## src/rtl/ramprobe_pkg.sv

```systemverilog
package ramprobe_pkg;
  typedef enum logic [2:0] {
    ST_IDLE = 3'd0,
    ST_RD1  = 3'd1,
    ST_WR   = 3'd2,
    ST_RD2  = 3'd3,
    ST_DONE = 3'd4
  } scan_st_e;
endpackage

```

## src/rtl/ramprobe_seq.sv

```systemverilog
module ramprobe_seq
  import ramprobe_pkg::*;
#(
  parameter int NPAGE   = 16,
  parameter int WORD_W  = 10,
  parameter int PAGE_AW = 12,
  localparam int PG_W   = $clog2(NPAGE),
  localparam int ADDR_W = PAGE_AW + PG_W
) (
  input  logic              clk,
  input  logic              rst_n,
  input  logic              start,
  output logic              mem_req,
  output logic              mem_we,
  output logic [ADDR_W-1:0] mem_addr,
  output logic [WORD_W-1:0] mem_wdata,
  input  logic              mem_ack,
  input  logic [WORD_W-1:0] mem_rdata,
  output logic              clr,
  output logic              upd,
  output logic [PG_W-1:0]   upd_page,
  output logic              upd_ram,
  output logic              done
);
  localparam logic [PG_W-1:0] LAST_PG = PG_W'(NPAGE - 1);

  scan_st_e          st_q, st_d;
  logic [PG_W-1:0]   pg_q, pg_d;
  logic [WORD_W-1:0] first_q;
  logic              pg_en, first_en;

  // next-state logic
  always_comb begin
    st_d  = st_q;
    pg_d  = pg_q;
    pg_en = 1'b0;
    unique case (st_q)
      ST_IDLE: if (start) begin
        st_d  = ST_RD1;
        pg_d  = '0;
        pg_en = 1'b1;
      end
      ST_RD1: if (mem_ack) st_d = ST_WR;
      ST_WR:  if (mem_ack) st_d = ST_RD2;
      ST_RD2: if (mem_ack) begin
        if (pg_q == LAST_PG) begin
          st_d = ST_DONE;
        end else begin
          st_d  = ST_RD1;
          pg_d  = pg_q + PG_W'(1);
          pg_en = 1'b1;
        end
      end
      ST_DONE: st_d = ST_IDLE;
      default: st_d = ST_IDLE;
    endcase
  end

  assign first_en = (st_q == ST_RD1) && mem_ack;

  // registers
  always_ff @(posedge clk or negedge rst_n) begin
    if (!rst_n) begin
      st_q    <= ST_IDLE;
      pg_q    <= '0;
      first_q <= '0;
    end else begin
      st_q <= st_d;
      if (pg_en)    pg_q    <= pg_d;
      if (first_en) first_q <= mem_rdata;
    end
  end

  // memory port
  assign mem_req   = (st_q == ST_RD1) || (st_q == ST_WR) || (st_q == ST_RD2);
  assign mem_we    = (st_q == ST_WR);
  assign mem_addr  = {pg_q, {PAGE_AW{1'b1}}};
  assign mem_wdata = ~first_q;

  // map interface
  assign clr      = (st_q == ST_IDLE) && start;
  assign upd      = (st_q == ST_RD2) && mem_ack;
  assign upd_page = pg_q;
  assign upd_ram  = (mem_rdata != first_q);
  assign done     = (st_q == ST_DONE);

  // only the top word of a page is ever addressed
  a_r2_last_word: assert property (@(posedge clk) disable iff (!rst_n)
    mem_req |-> (&mem_addr[PAGE_AW-1:0]));

  // a pending request holds still until acknowledged
  a_r6_req_hold: assert property (@(posedge clk) disable iff (!rst_n)
    (mem_req && !mem_ack) |=> (mem_req && $stable(mem_addr) && $stable(mem_we)
                               && $stable(mem_wdata)));

  // end-of-scan pulse lasts one cycle
  a_r7_done_pulse: assert property (@(posedge clk) disable iff (!rst_n)
    done |=> !done);

  // a start during a scan does not restart the page walk
  a_r8_no_restart: assert property (@(posedge clk) disable iff (!rst_n)
    (mem_req && start && !mem_ack) |=> $stable(mem_addr));
endmodule

```

## src/rtl/ramprobe_map.sv

```systemverilog
module ramprobe_map #(
  parameter int NPAGE  = 16,
  localparam int PG_W  = $clog2(NPAGE),
  localparam int BLK_W = PG_W,
  localparam int CNT_W = $clog2(NPAGE + 1)
) (
  input  logic                   clk,
  input  logic                   rst_n,
  input  logic                   clr,
  input  logic                   upd,
  input  logic [PG_W-1:0]        upd_page,
  input  logic                   upd_ram,
  output logic [NPAGE-1:0]       page_ram,
  output logic [NPAGE*BLK_W-1:0] page_blk,
  output logic [CNT_W-1:0]       ram_count
);
  logic [CNT_W-1:0] cnt_q, cnt_d;
  logic             cnt_en;

  assign cnt_en = clr || (upd && upd_ram);
  assign cnt_d  = clr ? '0 : cnt_q + CNT_W'(1);

  always_ff @(posedge clk or negedge rst_n) begin
    if (!rst_n)      cnt_q <= '0;
    else if (cnt_en) cnt_q <= cnt_d;
  end

  for (genvar p = 0; p < NPAGE; p++) begin : g_page
    logic             ram_q, ram_d;
    logic [BLK_W-1:0] blk_q, blk_d;
    logic             en;

    assign en    = clr || (upd && (upd_page == PG_W'(p)));
    assign ram_d = clr ? 1'b0 : upd_ram;
    assign blk_d = (clr || !upd_ram) ? '0 : cnt_q[BLK_W-1:0];

    always_ff @(posedge clk or negedge rst_n) begin
      if (!rst_n) begin
        ram_q <= 1'b0;
        blk_q <= '0;
      end else if (en) begin
        ram_q <= ram_d;
        blk_q <= blk_d;
      end
    end

    assign page_ram[p]                   = ram_q;
    assign page_blk[p*BLK_W +: BLK_W]    = blk_q;
  end

  assign ram_count = cnt_q;

  // map holds whenever no clear or classification arrives
  a_r7_map_hold: assert property (@(posedge clk) disable iff (!rst_n)
    (!clr && !upd) |=> ($stable(page_ram) && $stable(page_blk) && $stable(ram_count)));

  // an accepted start empties the map
  a_r9_clear: assert property (@(posedge clk) disable iff (!rst_n)
    clr |=> (page_ram == '0 && ram_count == '0));
endmodule

```

## src/rtl/ramprobe_scan.sv

```systemverilog
module ramprobe_scan #(
  parameter int NPAGE   = 16,
  parameter int WORD_W  = 10,
  parameter int PAGE_AW = 12,
  localparam int PG_W   = $clog2(NPAGE),
  localparam int BLK_W  = PG_W,
  localparam int CNT_W  = $clog2(NPAGE + 1),
  localparam int ADDR_W = PAGE_AW + PG_W
) (
  input  logic                   clk,
  input  logic                   rst_n,
  input  logic                   start,
  output logic                   mem_req,
  output logic                   mem_we,
  output logic [ADDR_W-1:0]      mem_addr,
  output logic [WORD_W-1:0]      mem_wdata,
  input  logic                   mem_ack,
  input  logic [WORD_W-1:0]      mem_rdata,
  output logic                   done,
  output logic [NPAGE-1:0]       page_ram,
  output logic [NPAGE*BLK_W-1:0] page_blk,
  output logic [CNT_W-1:0]       ram_count
);
  logic            clr, upd, upd_ram;
  logic [PG_W-1:0] upd_page;

  ramprobe_seq #(.NPAGE(NPAGE), .WORD_W(WORD_W), .PAGE_AW(PAGE_AW)) seq_i (
    .clk(clk), .rst_n(rst_n), .start(start),
    .mem_req(mem_req), .mem_we(mem_we), .mem_addr(mem_addr), .mem_wdata(mem_wdata),
    .mem_ack(mem_ack), .mem_rdata(mem_rdata),
    .clr(clr), .upd(upd), .upd_page(upd_page), .upd_ram(upd_ram), .done(done)
  );

  ramprobe_map #(.NPAGE(NPAGE)) map_i (
    .clk(clk), .rst_n(rst_n), .clr(clr), .upd(upd), .upd_page(upd_page),
    .upd_ram(upd_ram), .page_ram(page_ram), .page_blk(page_blk), .ram_count(ram_count)
  );

  // the running count agrees with the map once the scan ends
  a_r5_count_agrees: assert property (@(posedge clk) disable iff (!rst_n)
    done |-> ($countones(page_ram) == int'(ram_count)));

  // nothing is requested while the map reports done
  a_r1_quiet_on_done: assert property (@(posedge clk) disable iff (!rst_n)
    done |-> !mem_req);
endmodule

```

## config.mk

```make
export PLATFORM = sky130hd
export DESIGN_NAME = ramprobe_scan
export DESIGN_NICKNAME = d
export VERILOG_FILES = /design/src/rtl/ramprobe_pkg.sv /design/src/rtl/ramprobe_seq.sv /design/src/rtl/ramprobe_map.sv /design/src/rtl/ramprobe_scan.sv
export SDC_FILE = /design/constraint.sdc
export NUM_CORES = 1
export LEC_CHECK = 0
export BUFFER_PORTS_ARGS = -buffer_cell sky130_fd_sc_hd__buf_2
export CORE_MARGIN = 5
export CORE_UTILIZATION = 45
export CTS_BUF_LIST = sky130_fd_sc_hd__clkbuf_4 sky130_fd_sc_hd__clkbuf_8
export CTS_CLUSTER_SIZE = 30
export DETAILED_ROUTE_END_ITERATION = 6
export PLACE_DENSITY = 0.71
export SKIP_LAST_GASP = 1
export SLEW_MARGIN = 10
export SYNTH_ARGS = -nofsm -noshare
export SYNTH_HDL_FRONTEND = slang
export SYNTH_HIERARCHICAL = 1
export SYNTH_SLANG_ARGS = --single-unit
```

## constraint.sdc

```tcl
create_clock -name clk -period 4.25 [get_ports clk]
set_input_delay 0.85 -clock clk [delete_from_list [all_inputs] [get_ports clk]]
set_output_delay 0.85 -clock clk [all_outputs]
set_load 0.02 [all_outputs]
```

Word level (Yosys, flattened, before mapping)

Index checks and enable logic that the tools add are counted.

Register bits: 102
Latch bits: 0
Memory bits (writable): 0
Memory bits (read-only): 0
Output and inout bits: 114
Memories: 0

Add/subtract/negate cells: 2
$mul: 0
Divide/modulo/power cells: 0
Magnitude comparators: 0
Equal/unequal tests: 25
Shift-type cells: 0
Muxes and demuxes: 17
Bitwise gates (word level): 1
Reduce and logical (&&, ||, !) cells: 46

Operators by type and width:

| cell                  | count |
|---|---|
| $eq A4 B4 Y1 const B  | 8 |
| $logic_and A1 B1 Y1   | 20 |
| $logic_or A1 B1 Y1    | 20 |
| $eq A4 B3 Y1 const B  | 4 |
| $mux W4               | 4 |
| $mux W3               | 5 |
| $pmux W3 S4           | 1 |
| $ne A10 B10 Y1        | 1 |
| $not A10 Y10          | 1 |
| $eq A4 B2 Y1 const B  | 2 |
| $ne A2 B2 Y1 const B  | 4 |
| $pmux W4 S2           | 1 |
| $eq A3 B2 Y1 const B  | 2 |
| $add A5 B1 Y5 const B | 1 |
| $mux W5               | 1 |
| $reduce_and A5 Y1     | 1 |
| $add A4 B1 Y4 const B | 1 |
| $eq A4 B1 Y1 const B  | 1 |
| $logic_not A4 Y1      | 1 |
| $mux W1               | 4 |
| $reduce_and A4 Y1     | 1 |
| $eq A3 B1 Y1 const B  | 1 |
| $eq A3 B3 Y1 const B  | 1 |
| $logic_not A3 Y1      | 1 |
| other kinds (4)       | 4 |

Depth between registers and ports, before layout

Gate-level depths: netlist of the first run.

Depth in word-level cells: 5
Mapped depth: 9
Gate-level depth less buffers: 6

By module

Netlist of the first run, hierarchy kept.

By module, submodules not included:

| module       | instances | cells an instance | area each (µm²) |
|---|---|---|---|
| ramprobe_map | 1         | 334               | 3996.3 |
| ramprobe_seq | 1         | 105               | 1089.8 |

Least setup slack after synthesis of the first run

OpenSTA, ideal clock, no wires.

Kind: input port to flip-flop
From: input mem_rdata[8]
To: register map_i.g_page[1].blk_q[0]
Data arrival time: 2.171 ns
Required time: 4.101 ns
Slack: 1.930 ns
Cell stages on the path: 7
Buffers on the path: 1
Path through: xor2_1 nor4_1 nand4_1 nor2b_1 nand2_1 clkbuf_1 mux2i_1

Cells in the longest elaborated chain, start to end: 4

RTL lines:

| element              | line                | RTL |
|---|---|---|
| start, declared      | ramprobe_scan.sv:18 | `input logic [WORD_W-1:0] mem_rdata,` |
| $ne A10 B10 Y1       | ramprobe_seq.sv:84  | `assign upd_ram = (mem_rdata != first_q);` |
| named net upd_ram    | ramprobe_scan.sv:24 | `logic clr, upd, upd_ram;` |
| $logic_not A1 Y1     | ramprobe_map.sv:35  | `assign blk_d = (clr \|\| !upd_ram) ? '0 : cnt_q[BLK_W-1:0];` |
| $logic_or A1 B1 Y1   | ramprobe_map.sv:35  |  |
| $mux W4              | ramprobe_map.sv:35  |  |
| end signal, assigned | ramprobe_map.sv:43  | `blk_q <= blk_d;` |
| end, declared        | ramprobe_map.sv:30  | `logic [BLK_W-1:0] blk_q, blk_d;` |

The timed path passes the listed nets, and every way through them passes these cells.
A chain may end at the register's enable or synchronous reset.

Final worst setup path of the first run

From: input mem_rdata[2]
To: register map_i.g_page[11].blk_q[1]

Cells in the longest elaborated chain, start to end: 4

RTL lines:

| element              | line |
|---|---|
| $ne A10 B10 Y1       | ramprobe_seq.sv:84 |
| named net upd_ram    | ramprobe_scan.sv:24 |
| $logic_not A1 Y1     | ramprobe_map.sv:35 |
| $logic_or A1 B1 Y1   | ramprobe_map.sv:35 |
| $mux W4              | ramprobe_map.sv:35 |
| end signal, assigned | ramprobe_map.sv:43 |
| end, declared        | ramprobe_map.sv:30 |

The timed path passes the listed nets, and every way through them passes these cells.

==> metrics.cfg, run 1 <==
[clocking]
clk_latency_ns = 0.36
cts.sinks = 102
cts_buffers = 9
h-tree-depth = 3
clock-root-buffer = clkbuf_8
clock_path_buffers = 2
clkTransAtPathRegs_ns = 0.10
cts_tree = done
post_cts_buffers = 0
post_cts_resized = 0
hold_buffers = 0

[worst_setup_path]
end_kind = flop
start_kind = input port
cp.required_ns = 4.45
crit_type = input port to flop
cp_max_fo = 16
critPathArrivalTime_ns = 2.67

[timing]
clock.fmax_ghz = 0.4053
setup_viol = 0
finalCritPeriodShare = 0.5805
slew_headroom = 0.3911
period_minus_slack_ns = 2.467
fin_skew_ns = 0.008500
timing.final.ws_setup_ns = 1.783
rsz0062_at_grt = false
slew_viol_final = 0
tightest_slew_ns = 0.9058
fin_setup_tns_ns = 0
hold_viol_final = 0

[yosys]
synthCells = 439
synth_common_cells = 102 x dfrtp_1, 82 x nand2b_1, 80 x mux2i_1
ys_types = 43
synth_top_area_frac = 0.5018
ys.flop_type = dfrtp_1
muxShareOfSynthArea = 0.1825
synth-compound-area-share = 0.01796
synth_most_common_cell = dfrtp_1
synthesis.area_um2 = 5086
synth_seq_cells = 102
synth_area_per_cell_um2 = 11.59
async_flop_share = 1.000
synthAdderAreaFrac = 0.004920
yosys-top-cells-area = dfrtp_1 50%, mux2i_1 16%, nand2b_1 10%, buf_4 5.0%, mux2_2 2.2%
synth_top_family_by_area = simple AND/OR/NAND/NOR gates
synth-edff-count = 0
yosysSeqAreaShare = 0.5018
yosys_warnings = 6
synthXorXnorAreaFrac = 0.02239
synth_top_area_cell = dfrtp_1
synth_simple_gate_area_frac = 0.1835

[global_route]
grt_max_degree = 60
grt.total_usage = 0.1747
globalRouteOverflowTotal = 0
antenna_found_initial = 0
grt_pass1_wl_mm = 18.44
grt_pass1_vias = 3511

[floorplanning]
core_area_um2 = 10940
io_pins = 128
initial_utilization = 0.4651
dieWidth_um = 116.3
dieArea_um2 = 13530
fp.dieH_um = 116.3
num_rows = 38

[final_layout]
register_area_um2 = 2552
multi_input_area_um2 = 2137
antenna_cells = 0
fillers = 1025
fin_nets = 538
drive_above_1_share = 0.3112
stdcell_area_um2 = 5733
syn2layout_area_growth_pct = 12.72
fin_cells = 667

[placed_design]
dp_cells = 651
placed_area_um2 = 5529
place_congestion = 0.8006
place_ws_ns = 1.354
portBuffers = 115
dp_hpwl_mm = 8.210

[pwr]
p_per_area_nw_per_um2 = 476.9
leakagePower_uw = 0.002910
ir_drop_mv = 0.3048
total_power_uw = 2734

[drt]
drcViolationCount = 0
first_iter_violations = 175
dr.pass1.iters = 4
num_vias = 3382
ant_nets = 0
viasPerCell = 5.070
wl_per_cell_um = 17.23
wl_mm = 11.50

[run_status]
status = finished clean

[run]
drv_cap = 0

[worst_hold_path]
hold_class = input port to async pin

-- power by group --
group	total, uW	internal, uW	switching [uW]
sequential	1240	1090	154
clock	623	295	328
combinational	871	345	526
-- registers in the layout, summed over array words and instances, names as in the netlist --
signal / count
map_i/g_page.blk_q: 64
map_i/g_page.ram_q: 16
map_i/ram_count: 5
seq_i/first_q: 10
seq_i/st_q: 3
seq_i/upd_page: 4
-- kinds of logic after synthesis --
| kind of cell | Yosys count |
|---|---|
| and+or+nand+nor | 143 |
| other | 1 |
| adders and majority gates | 2 |
| xor gates and xnor gates | 13 |
| AOI/OAI and AO/OA | 14 |
| buffers and inverters | 73 |
| muxes | 91 |
| DFF | 102 |
-- placed cells by master, fill, tap and decap left out, drive strengths merged --
master and instances:
xor2 11, clkinv 2, dfrtp 102, nand2b 84, or3 3, o21ai 2, nand3b 1, a21oi 4
a31o 1, a41oi 1, or4 1, nor4 5, nand4b 2, conb 12, inv 15, a21o 1
nor3 7, a31oi 1, nor4b 1, buf 119, mux2 11, nor2 12, bufinv 1, mux2i 80
o22ai 2, nand3 8, o21bai 1, clkinvlp 2, nor3b 2, ha 2, clkbuf 11, nand4 3
nor2b 1, xnor2 2, nand2 12, and2 1, a22o 1
-- per-layer routing --
metal	track usage	wire length [um]	up-vias
met4	0.05027	212	0
met5	0	0	-
met3	0.04352	855	17
met2	0.2811	5324	113
met1	0.2356	5101	1674
li1	-	-	1578
-- through the flow --
stage	hold slack (ns)	util
after floorplan	0.5144	-
after global placement	0.5245	0.5056
after detailed placement	0.5300	0.5056
after CTS	0.4432	0.5243
after global routing	0.4743	0.5243
final	0.4472	0.5243
-- layout make-up --
type                       count  share of cell area
clock buffer                  11             0.02532
clock inverter                 5             0.01026
inverter                      15            0.009821
multi-input combinational    275              0.3728
sequential                   102              0.4452
tap                          140             0.03055
timing repair buffer         119              0.1061
-- worst paths after layout --
kind | slack (ns) | startpoint | cells after the start | to
min | 0.45 | rst_n | 1 | map_i/g_page[5].ram_q
min reg2reg | 0.54 | map_i/g_page[10].ram_q | 2 | map_i/g_page[10].ram_q
min in group clk | 0.54 | map_i/g_page[10].ram_q | 2 | map_i/g_page[10].ram_q
max | 1.78 | mem_rdata[2] | 7 | map_i/g_page[11].blk_q[1]
max in group asynchronous | 2.89 | rst_n | 2 | seq_i/st_q[0]
max reg2reg | 1.87 | seq_i/st_q[2] | 5 | map_i/g_page[1].blk_q[1]
-- worst max-delay path, stage by stage --
cell	delay (ns)
buf_2	0.11
xor2_1	0.13
nor4_1	0.33
nand4_1	0.24
nor2b_1	0.24
nand2_1	0.58
mux2i_1	0.19
Power figures use the tool's default switching activity.
==> run 2, diff against run 1 <==
PLACE_DENSITY = 0.74   (was 0.71)
clock period = 2.2 ns   (was 4.25 ns; I/O delays follow)
==> run 2 against run 1 <==
Clock skew rose by 0.0057 ns. Critical path depth did not move. Cell count rose by 3.4%. Utilization rose by 2.0 points. Final area rose by 3.9%. Sequential power rose by 88%. Wire length rose by 1.4%. Non-clock buffer count rose by 23. Count of clock-buffer cells in the layout fell by 1. Critical endpoint is now map_i/g_page[6].blk_q[1]. Largest power group unchanged. Highest routed layer unchanged.
==> metrics.cfg, run 2 (synthesis results as in run 1) <==
[floorplanning]
initial_utilization = 0.4651
dieWidth_um = 116.3
io_pins = 128
core_area_um2 = 10940
dieArea_um2 = 13530
fp.dieH_um = 116.3
num_rows = 38

[pwr]
p_sw_frac = 0.3801
p_int_uw = 3367
power_frac_seq = 0.429
total_power_uw = 5431
pwr-share-clk = 0.218
ir_drop_mv = 0.8223
power_switching_uw = 2064
p_per_area_nw_per_um2 = 912.1
leakagePower_uw = 0.003053
power_frac_comb = 0.352

[worst_setup_path]
start_kind = flop
critPathArrivalTime_ns = 2.17
cpMaxStageDelayCell = dfrtp_1
end_kind = flop
cp_num_buf_inv = 1
worstPathCellList = xor2_1, nor4_1, nand4_1, nor2b_1, nand2_1, buf_12, mux2i_1
crit_type = flop to flop
cp.required_ns = 2.45
cp_max_fo = 16
crit_family = simple AND/OR/NAND/NOR gates
slowest_delay_ns = 0.42
r2r_slack_ns = 0.28

[clocking]
cts_buffers = 9
clkTransAtPathRegs_ns = 0.10
cts.sinks = 102
clock-root-buffer = clkbuf_8
h-tree-depth = 3
cts_tree = done
hold_buffers = 1
clk_latency_ns = 0.38
clock_path_buffers = 2
post_cts_resized = 0
post_cts_buffers = 0

[final_layout]
antenna_cells = 0
fin_cells = 690
top_regs = map_i/g_page.blk_q x64, map_i/g_page.ram_q x16, seq_i/first_q x10
fin_nets = 561
top_register = map_i/g_page.blk_q
syn2layout_area_growth_pct = 17.07
largest_reg_flops = 64
final_common_cell = buf_2
layout_common_cells = 114 x buf_2, 102 x dfrtp_1, 82 x nand2b_1
drive_above_1_share = 0.3382
fin_util = 0.5445

[timing]
tightest_slew_ns = 0.6227
fin_skew_ns = 0.01420
setup_viol = 0
period_minus_slack_ns = 1.924
hold_ws_ns = 0.3166
rsz0062_at_grt = false
fin_setup_tns_ns = 0
slew_headroom = 0.5849
slew_viol_final = 0
clock.fmax_ghz = 0.5199
finalCritPeriodShare = 0.8743
hold_viol_final = 0

[global_route]
grt.total_usage = 0.1762
grt_pass1_vias = 3615
grt_pass1_wl_mm = 18.66
globalRouteOverflowTotal = 0
antenna_found_initial = 0
grt_max_degree = 62

[placed_design]
portBuffers = 115
dp_cells = 673
place_congestion = 0.8046
dp_hpwl_mm = 8.462

[drt]
viasPerCell = 5.032
wl_mm = 11.66
wl_per_cell_um = 16.90
ant_nets = 0
drcViolationCount = 0
dr.pass1.iters = 4
num_vias = 3472
first_iter_violations = 250

[worst_hold_path]
hold_class = input port to flop

[run_status]
status = finished clean

[run]
drv_cap = 0

[run 2: changes by cell type in the layout (fill, tap and decap cells not counted)]
| cell | delta |
|---|---|
| clkinvlp_4 | -2 |
| clkbuf_4 | -1 |
| buf_12 | +4 |
| buf_4 | +18 |
| dlygate4sd3_1 | +1 |
| clkinv_8 | +1 |
| bufinv_16 | -1 |
| clkinv_2 | -1 |
| inv_6 | +3 |
| inv_8 | +1 |
[run 2: path summary, 6_finish.rpt]
path,start,end,cells after the start
min in group asynchronous,rst_n,seq_i/first_q[5],2
max in group asynchronous,rst_n,map_i/g_page[13].blk_q[0],3
min,mem_rdata[9],seq_i/first_q[9],2
max,seq_i/first_q[2],map_i/g_page[6].blk_q[1],7
max reg2reg,seq_i/first_q[2],map_i/g_page[6].blk_q[1],7
min reg2reg,map_i/g_page[0].ram_q,map_i/g_page[0].ram_q,2
[run 2: per-layer routing]
layer / part of all wire / GRT usage / wire length (um)
met1: 0.41 / 0.2268 / 4770
met5: 0 / 0 / 0
met3: 0.089 / 0.05596 / 1041
met4: 0.015 / 0.05414 / 176
met2: 0.49 / 0.2853 / 5673
[run 2: power by group through the flow]
stage,logic (uW),registers (uW),clock network [uW]
floorplan,1330,2390,0
global placement,1880,2350,0
detailed placement,1930,2360,0
CTS,1930,2330,1220
global route,2080,2370,1300
finish,1910,2330,1190
[run 2: area by class of cell]
class,instances,area [um^2]
clock buffer,10,137.6
clock inverter,6,62.56
tap,140,175.2
multi-input combinational,275,2137
timing repair buffer,142,833.3
inverter,15,56.30
sequential,102,2552
fill,983,4981
[run 2: per-stage QoR]
step | area [um^2] | worst slack (ns)
after floorplan | 5127 | 0.2718
after global placement | 5744 | 0.2371
after detailed placement | 5744 | 0.1700
after CTS | 5954 | 0.2815
after global routing | 5954 | 0.1299
final | 5954 | 0.2765
[run 2: worst reg2reg max path: stages (launching register included)]
cell,delay (ns)
dfrtp_1,0.42
xor2_1,0.17
nor4_1,0.34
nand4_1,0.26
nor2b_1,0.24
nand2_1,0.12
buf_12,0.16
mux2i_1,0.10
